`config.mk`:
```
export PLATFORM = sky130hd
export DESIGN_NAME = recip_divider
export DESIGN_NICKNAME = d
export VERILOG_FILES = /design/src/rtl/recip_div_pkg.sv /design/src/rtl/recip_div_mulhi.sv /design/src/rtl/recip_div_fix.sv /design/src/rtl/recip_divider.sv
export SDC_FILE = /design/constraint.sdc
export NUM_CORES = 1
export LEC_CHECK = 0
export BUFFER_PORTS_ARGS = -buffer_cell sky130_fd_sc_hd__buf_4
export CAP_MARGIN = 20
export CORE_ASPECT_RATIO = 0.6
export CORE_UTILIZATION = 67
export CTS_CLUSTER_DIAMETER = 120
export DETAILED_ROUTE_END_ITERATION = 6
export PLACE_DENSITY_LB_ADDON = 0.08
export SKIP_CTS_REPAIR_TIMING = 1
export SYNTH_ARGS = -nofsm -noshare
export SYNTH_HDL_FRONTEND = slang
export SYNTH_SLANG_ARGS = --single-unit
export TNS_END_PERCENT = 30
```
`constraint.sdc`:
```
create_clock -name clk -period 9.7 [get_ports clk]
set_input_delay 0.97 -clock clk [delete_from_list [all_inputs] [get_ports clk]]
set_output_delay 0.97 -clock clk [all_outputs]
set_load 0.02 [all_outputs]
```
`src/rtl/recip_div_pkg.sv`:
```
package recip_div_pkg;

  typedef enum logic [1:0] {
    PATH_SHIFT  = 2'd0,
    PATH_CMP    = 2'd1,
    PATH_MULHI  = 2'd2,
    PATH_MULEMU = 2'd3
  } path_e;

  typedef struct packed {
    logic [64:0] mult;   // up to W+1 bits of reciprocal
    logic [7:0]  post;   // right shift applied after the multiply-high
  } magic_t;

  function automatic int ceil_log2(longint unsigned d);
    int r;
    longint unsigned v;
    r = 0;
    v = 64'd1;
    while (v < d && r < 64) begin
      v = v << 1;
      r++;
    end
    return r;
  endfunction

  function automatic bit is_pow2(longint unsigned d);
    return (d != 64'd0) && ((d & (d - 64'd1)) == 64'd0);
  endfunction

  // Smallest reciprocal / shift pair that keeps the error below 1/d for
  // every w-bit dividend.
  function automatic magic_t calc_magic(int w, longint unsigned d);
    magic_t      m;
    logic [129:0] base, m_lo, m_hi;
    int          l, sh;
    l    = ceil_log2(d);
    base = 130'd1 << (w + l);
    m_lo = base / 130'(d);
    m_hi = (base + (130'd1 << l)) / 130'(d);
    sh   = l;
    while (sh > 0 && (m_lo >> 1) < (m_hi >> 1)) begin
      m_lo = m_lo >> 1;
      m_hi = m_hi >> 1;
      sh--;
    end
    m.mult = m_hi[64:0];
    m.post = 8'(sh);
    return m;
  endfunction

  function automatic path_e choose_path(int w, longint unsigned d);
    magic_t m;
    if (is_pow2(d)) return PATH_SHIFT;
    if (d > (64'd1 << (w - 1))) return PATH_CMP;
    m = calc_magic(w, d);
    if ((m.mult >> w) != 65'd0) return PATH_MULEMU;
    return PATH_MULHI;
  endfunction

endpackage

```
`src/rtl/recip_div_mulhi.sv`:
```
// Stage 1: registers the dividend together with the upper half of its
// product with the reciprocal.
module recip_div_mulhi #(
  parameter int         W       = 32,
  parameter logic [W-1:0] MULT  = '0,
  parameter bit         USE_MUL = 1'b1
) (
  input  logic         clk,
  input  logic         rst,
  input  logic         en,
  input  logic         in_v,
  input  logic [W-1:0] n,
  output logic         v1,
  output logic [W-1:0] n1,
  output logic [W-1:0] hi1
);

  logic [W-1:0] hi_c;

  generate
    if (USE_MUL) begin : g_mul
      logic [2*W-1:0] prod;
      logic           unused_lo;
      assign prod      = {{W{1'b0}}, n} * {{W{1'b0}}, MULT};
      assign hi_c      = prod[2*W-1:W];
      assign unused_lo = ^prod[W-1:0];
    end else begin : g_nomul
      assign hi_c = '0;
    end
  endgenerate

  always_ff @(posedge clk) begin
    if (rst) begin
      v1  <= 1'b0;
      n1  <= '0;
      hi1 <= '0;
    end else if (en) begin
      v1  <= in_v;
      n1  <= n;
      hi1 <= hi_c;
    end
  end

endmodule

```
`src/rtl/recip_div_fix.sv`:
```
// Stage 2: path-specific correction and shift, then remainder.
module recip_div_fix #(
  parameter int                   W       = 32,
  parameter longint unsigned      D       = 7,
  parameter recip_div_pkg::path_e PATH    = recip_div_pkg::PATH_MULEMU,
  parameter int                   POST    = 3,
  parameter int                   LOG2D   = 3,
  parameter bit                   HAS_REM = 1'b1
) (
  input  logic         clk,
  input  logic         rst,
  input  logic         en,
  input  logic         v1,
  input  logic [W-1:0] n1,
  input  logic [W-1:0] hi1,
  output logic         v2,
  output logic [W-1:0] q2,
  output logic [W-1:0] r2
);

  localparam logic [W-1:0] DW = W'(D);

  logic [W-1:0] q_c;
  logic [W-1:0] r_c;
  logic         unused_in;

  assign unused_in = ^{n1, hi1};

  generate
    if (PATH == recip_div_pkg::PATH_SHIFT) begin : g_shift
      assign q_c = n1 >> LOG2D;
    end else if (PATH == recip_div_pkg::PATH_CMP) begin : g_cmp
      assign q_c = (n1 >= DW) ? W'(1) : '0;
    end else if (PATH == recip_div_pkg::PATH_MULHI) begin : g_mulhi
      assign q_c = hi1 >> POST;
    end else begin : g_emu
      // hi + (n - hi)/2 never exceeds n, so the W-bit add cannot wrap.
      logic [W-1:0] half_gap;
      assign half_gap = (n1 - hi1) >> 1;
      assign q_c      = (hi1 + half_gap) >> (POST - 1);
      AST_EMU_NO_BORROW: assert property (@(posedge clk) disable iff (rst)
        v1 |-> (hi1 <= n1)) else $error("product-high exceeds dividend");
    end
  endgenerate

  generate
    if (!HAS_REM) begin : g_norem
      assign r_c = '0;
    end else if (PATH == recip_div_pkg::PATH_SHIFT) begin : g_rem_mask
      assign r_c = n1 & (DW - W'(1));
    end else begin : g_rem_sub
      logic [W-1:0] qd;
      assign qd  = q_c * DW;
      assign r_c = n1 - qd;
    end
  endgenerate

  always_ff @(posedge clk) begin
    if (rst) begin
      v2 <= 1'b0;
      q2 <= '0;
      r2 <= '0;
    end else if (en) begin
      v2 <= v1;
      q2 <= q_c;
      r2 <= r_c;
    end
  end

endmodule

```
`src/rtl/recip_divider.sv`:
```
module recip_divider #(
  parameter int              W       = 32,
  parameter longint unsigned D       = 7,
  parameter bit              HAS_REM = 1'b1
) (
  input  logic         clk,
  input  logic         rst,
  input  logic         in_valid,
  output logic         in_ready,
  input  logic [W-1:0] in_dividend,
  output logic         out_valid,
  input  logic         out_ready,
  output logic [W-1:0] out_quot,
  output logic [W-1:0] out_rem
);

  localparam recip_div_pkg::magic_t MAG   = recip_div_pkg::calc_magic(W, D);
  localparam recip_div_pkg::path_e  PATH  = recip_div_pkg::choose_path(W, D);
  localparam logic [W-1:0]          MULT  = MAG.mult[W-1:0];
  localparam int                    POST  = int'(MAG.post);
  localparam int                    LOG2D = recip_div_pkg::ceil_log2(D);
  localparam bit USE_MUL = (PATH == recip_div_pkg::PATH_MULHI) ||
                           (PATH == recip_div_pkg::PATH_MULEMU);
  localparam logic [W-1:0] DW   = W'(D);
  localparam longint unsigned QMAX64 = ((W == 64) ? 64'hFFFF_FFFF_FFFF_FFFF
                                                  : ((64'd1 << W) - 64'd1)) / D;
  localparam logic [W-1:0] QMAX = W'(QMAX64);

  generate
    if (D == 64'd0 || W < 2 || W > 64 || (W < 64 && D >= (64'd1 << W))) begin : g_bad_cfg
      initial $fatal(1, "recip_divider: divisor must be in 1 .. 2^W-1, W in 2..64");
    end
  endgenerate

  logic         adv;
  logic         v1, v2;
  logic [W-1:0] n1, hi1;

  assign adv      = ~v2 | out_ready;
  assign in_ready = adv;

  recip_div_mulhi #(
    .W       (W),
    .MULT    (MULT),
    .USE_MUL (USE_MUL)
  ) u_mul (
    .clk  (clk),
    .rst  (rst),
    .en   (adv),
    .in_v (in_valid),
    .n    (in_dividend),
    .v1   (v1),
    .n1   (n1),
    .hi1  (hi1)
  );

  recip_div_fix #(
    .W       (W),
    .D       (D),
    .PATH    (PATH),
    .POST    (POST),
    .LOG2D   (LOG2D),
    .HAS_REM (HAS_REM)
  ) u_fix (
    .clk (clk),
    .rst (rst),
    .en  (adv),
    .v1  (v1),
    .n1  (n1),
    .hi1 (hi1),
    .v2  (v2),
    .q2  (out_quot),
    .r2  (out_rem)
  );

  assign out_valid = v2;

  AST_STALL_BLOCKS_INPUT: assert property (@(posedge clk) disable iff (rst)
    (out_valid && !out_ready) |-> !in_ready) else $error("input taken during stall");

  AST_STALL_HOLDS_OUTPUT: assert property (@(posedge clk) disable iff (rst)
    (out_valid && !out_ready) |=> (out_valid && $stable(out_quot) && $stable(out_rem)))
    else $error("result changed while stalled");

  AST_QUOT_BOUND: assert property (@(posedge clk) disable iff (rst)
    out_valid |-> (out_quot <= QMAX)) else $error("quotient above range");

  generate
    if (HAS_REM) begin : g_rem_chk
      AST_REM_BELOW_D: assert property (@(posedge clk) disable iff (rst)
        out_valid |-> (out_rem < DW)) else $error("remainder not below divisor");
    end
  endgenerate

endmodule

```
==> results.toml <==
[status]
run_status = "complete, no violations"

[layout]
area_growth_pct = 7.75
fin_util_pct = 73.8
drive_gt1_share_pct = 6.35
layout.cells.most_common = "inv_1"
most-common-layout-cells = "534 x inv_1, 432 x ha_1, 278 x fa_1"
num-nets-final = 3348
diodes = 0

[global_route]
grtUsageMet3_pct = 12.6
antenna_violations_before_repair = 0
grt.overflow.total = 0
grt_pass1_vias = 17779
maximum_number_of_pins_on_one_net_before_global_route_repair = 66
busiest_layer_in_global_routing = "met1"
grtUsageMet2_pct = 53.7
globalRouteTotalUtil_pct = 38.4
grt_pass1_wl_um = 98800
globalRouteMet1Util_pct = 57.9

[clock_network]
clk_pin_slew_ns = 0.07
clock_sinks = 126
cts-root-buf = "clkbuf_16"
worstSkewPairLatency_ns = 0.45
cts_tree = "built"
clock_tree.htree_level_count = 4
ctsLongestPathBuffers = 2
cts_buffers = 17

[detailed_routing]
drt_first_pass_iters = 7
route.vias.total = 18457
drc = 0
route.detailed.wl_per_inst_um = 20.7
postRouteAntennaNets = 0
drt_wl_total_um = 63600
drtIter0Drc = 2120
detail_route.vias_per_cell = 6.02

[floorplanning]
die_w_um = 238
core_area_um2 = 32600
starting_utilization_of_the_core_area_pct = 68.5
floorplan.die_area_um2 = 34100
die-height_um = 143
core.rowCount = 51
io-pin-count = 102

[logic_synthesis]
flop_and_latch_count_out_of_synthesis = 126
ys.flop_type = "dfxtp_1"
netlist-cell-type-count = 79
ys_warn_count = 0
postSynth.asyncResetShare_pct = 0
post_synth_instance_area_um2 = 22300
share_of_the_yosys_chip_area_belonging_to_registers_pct = 11.3
synth_enable_flop_cells = 0
postSynthCellCount = 2531
synth.avg_cell_area_um2 = 8.82

[placed_design]
routability_cong = 1.08
dp.final_hpwl_um = 53400
place_worst_setup_slack_ns = 1.79
buffer_ports.inserted = 99

[setup_path]
worst-setup-path-type = "reg -> reg"
worst_ep_arrival_time_ns = 8.43
cp_common_cell = "a21oi_1"
critical_path.max_fanout = 6
end_kind = "flip-flop"
timing.critical_path.from_type = "flip-flop"
crit_path_top_delay_cell = "a2111oi_1"
worst-endpoint-required_ns = 10.04
critical_path.max_stage_delay_ns = 0.62

[timing]
setup_viol_count_final = 0
worst_slew_pin_slew_ns = 1.12
part_of_the_cycle_the_worst_path_needs_pct = 83.4
clock.fmax_mhz = 124
tns_ns = 0
hold_viol_final = 0
report.final.slew_viol_count = 0
finClkSkew_ns = 0.0144
fin_hold_ws_ns = 0.451
max-slew-margin-rel_pct = 24.4
finalWorstPathRequiredPeriod_ns = 8.09
setup_repair_after_global_routing_missed_its_margin = "no"
finalWorstSetupSlack_ns = 1.61

[min_path]
min_path_type = "reg -> reg"

[job]
max_cap_violations = 0
layout make-up:
| cell class | instances | area (um2) |
|---|---|---|
| timing repair buffer | 105 | 788 |
| tap | 450 | 563 |
| sequential | 126 | 2520 |
| inverter | 535 | 2010 |
| multi-input combinational | 1817 | 17600 |
| clock inverter | 15 | 149 |
| fill | 2481 | 8550 |
| clock buffer | 17 | 425 |
per-stage QoR:
| stage | area (um2) | std cells |
|---|---|---|
| floorplan | 22300 | 2532 |
| global placement | 23500 | 3033 |
| detailed placement | 23500 | 3033 |
| CTS | 24100 | 3065 |
| global route | 24100 | 3065 |
| finish | 24100 | 3065 |
cells by family after synthesis:
| family | count (synthesis) | synth area share (%) |
|---|---|---|
| AO/OA/AOI/OAI | 513 | 14.8 |
| XOR/XNOR | 117 | 4.81 |
| adder cells (fa/ha/maj) | 716 | 49.4 |
| buffers and inverters | 589 | 9.94 |
| flip-flops | 126 | 11.3 |
| multiplexers | 2 | 0.0897 |
| other | 1 | 0.0168 |
| AND/OR/NAND/NOR | 467 | 9.61 |
cell usage after synthesis (4+ instances only):
library cell  number  area share, %
and2_1             7           0.20
o31ai_1            7           0.24
o21a_1            15           0.50
a221oi_1           4           0.16
ha_1             432             24
inv_1            535            9.0
clkbuf_1          50           0.84
xor2_1            29            1.1
fa_1             278             25
and3_1            13           0.36
or2_2              4           0.11
nand2_1          224            3.8
nand4_1           23           0.64
a211o_1            6           0.24
dfxtp_1          126             11
nor3_1            25           0.56
xnor2_1           83            3.3
or3_1             11           0.31
o21bai_1          25           0.84
a31oi_1           15           0.42
nand2b_1          17           0.48
nor2b_1            8           0.22
a41oi_1            7           0.27
a21boi_0           4           0.13
or4_1              4           0.13
nand3_1           30           0.67
a32o_1             8           0.36
maj3_1             6           0.27
o211ai_1           9           0.30
a22o_1            21           0.82
a21oi_1          215            4.8
nor2_1            82            1.4
a21o_1            64            2.2
a211oi_1          13           0.44
o21ai_0           62            1.4
and4_1             4           0.16
flip-flops by register name, indices dropped and copies added (netlist names):
name / count
u_fix.r2: 32
u_mul.n1: 32
u_fix.q2: 30
u_mul.hi1: 30
u_fix.v2: 1
u_mul.v1: 1
worst paths after layout:
path / start / end / slack [ns] / cells after the start
setup / recovery: u_mul.n1[0] / u_fix.r2[29] / 1.61 / 30
hold / removal: u_fix.q2[15] / u_fix.q2[15] / 0.45 / 2
setup reg to reg: u_mul.n1[0] / u_fix.r2[29] / 1.61 / 30
hold reg to reg: u_fix.q2[15] / u_fix.q2[15] / 0.45 / 2
metal layers:
metal	share of wire [%]	up-vias
li1	-	8514
met1	47	8981
met2	39	888
met3	12	72
met4	1.1	2
met5	0.12	-
critical path, delay by kind of cell, from the launching register on:
family | cells | cell delay [ns]
DFF | 1 | 0.37
and+or+nand+nor | 7 | 1.19
AOI/OAI and AO/OA | 13 | 3.55
adders and majority gates | 5 | 2.02
xor gates and xnor gates | 3 | 0.62
buffers and inverters | 2 | 0.21
Power is not shown: default switching activity piles up to over one toggle a cycle in this logic, so the estimate is an artifact.
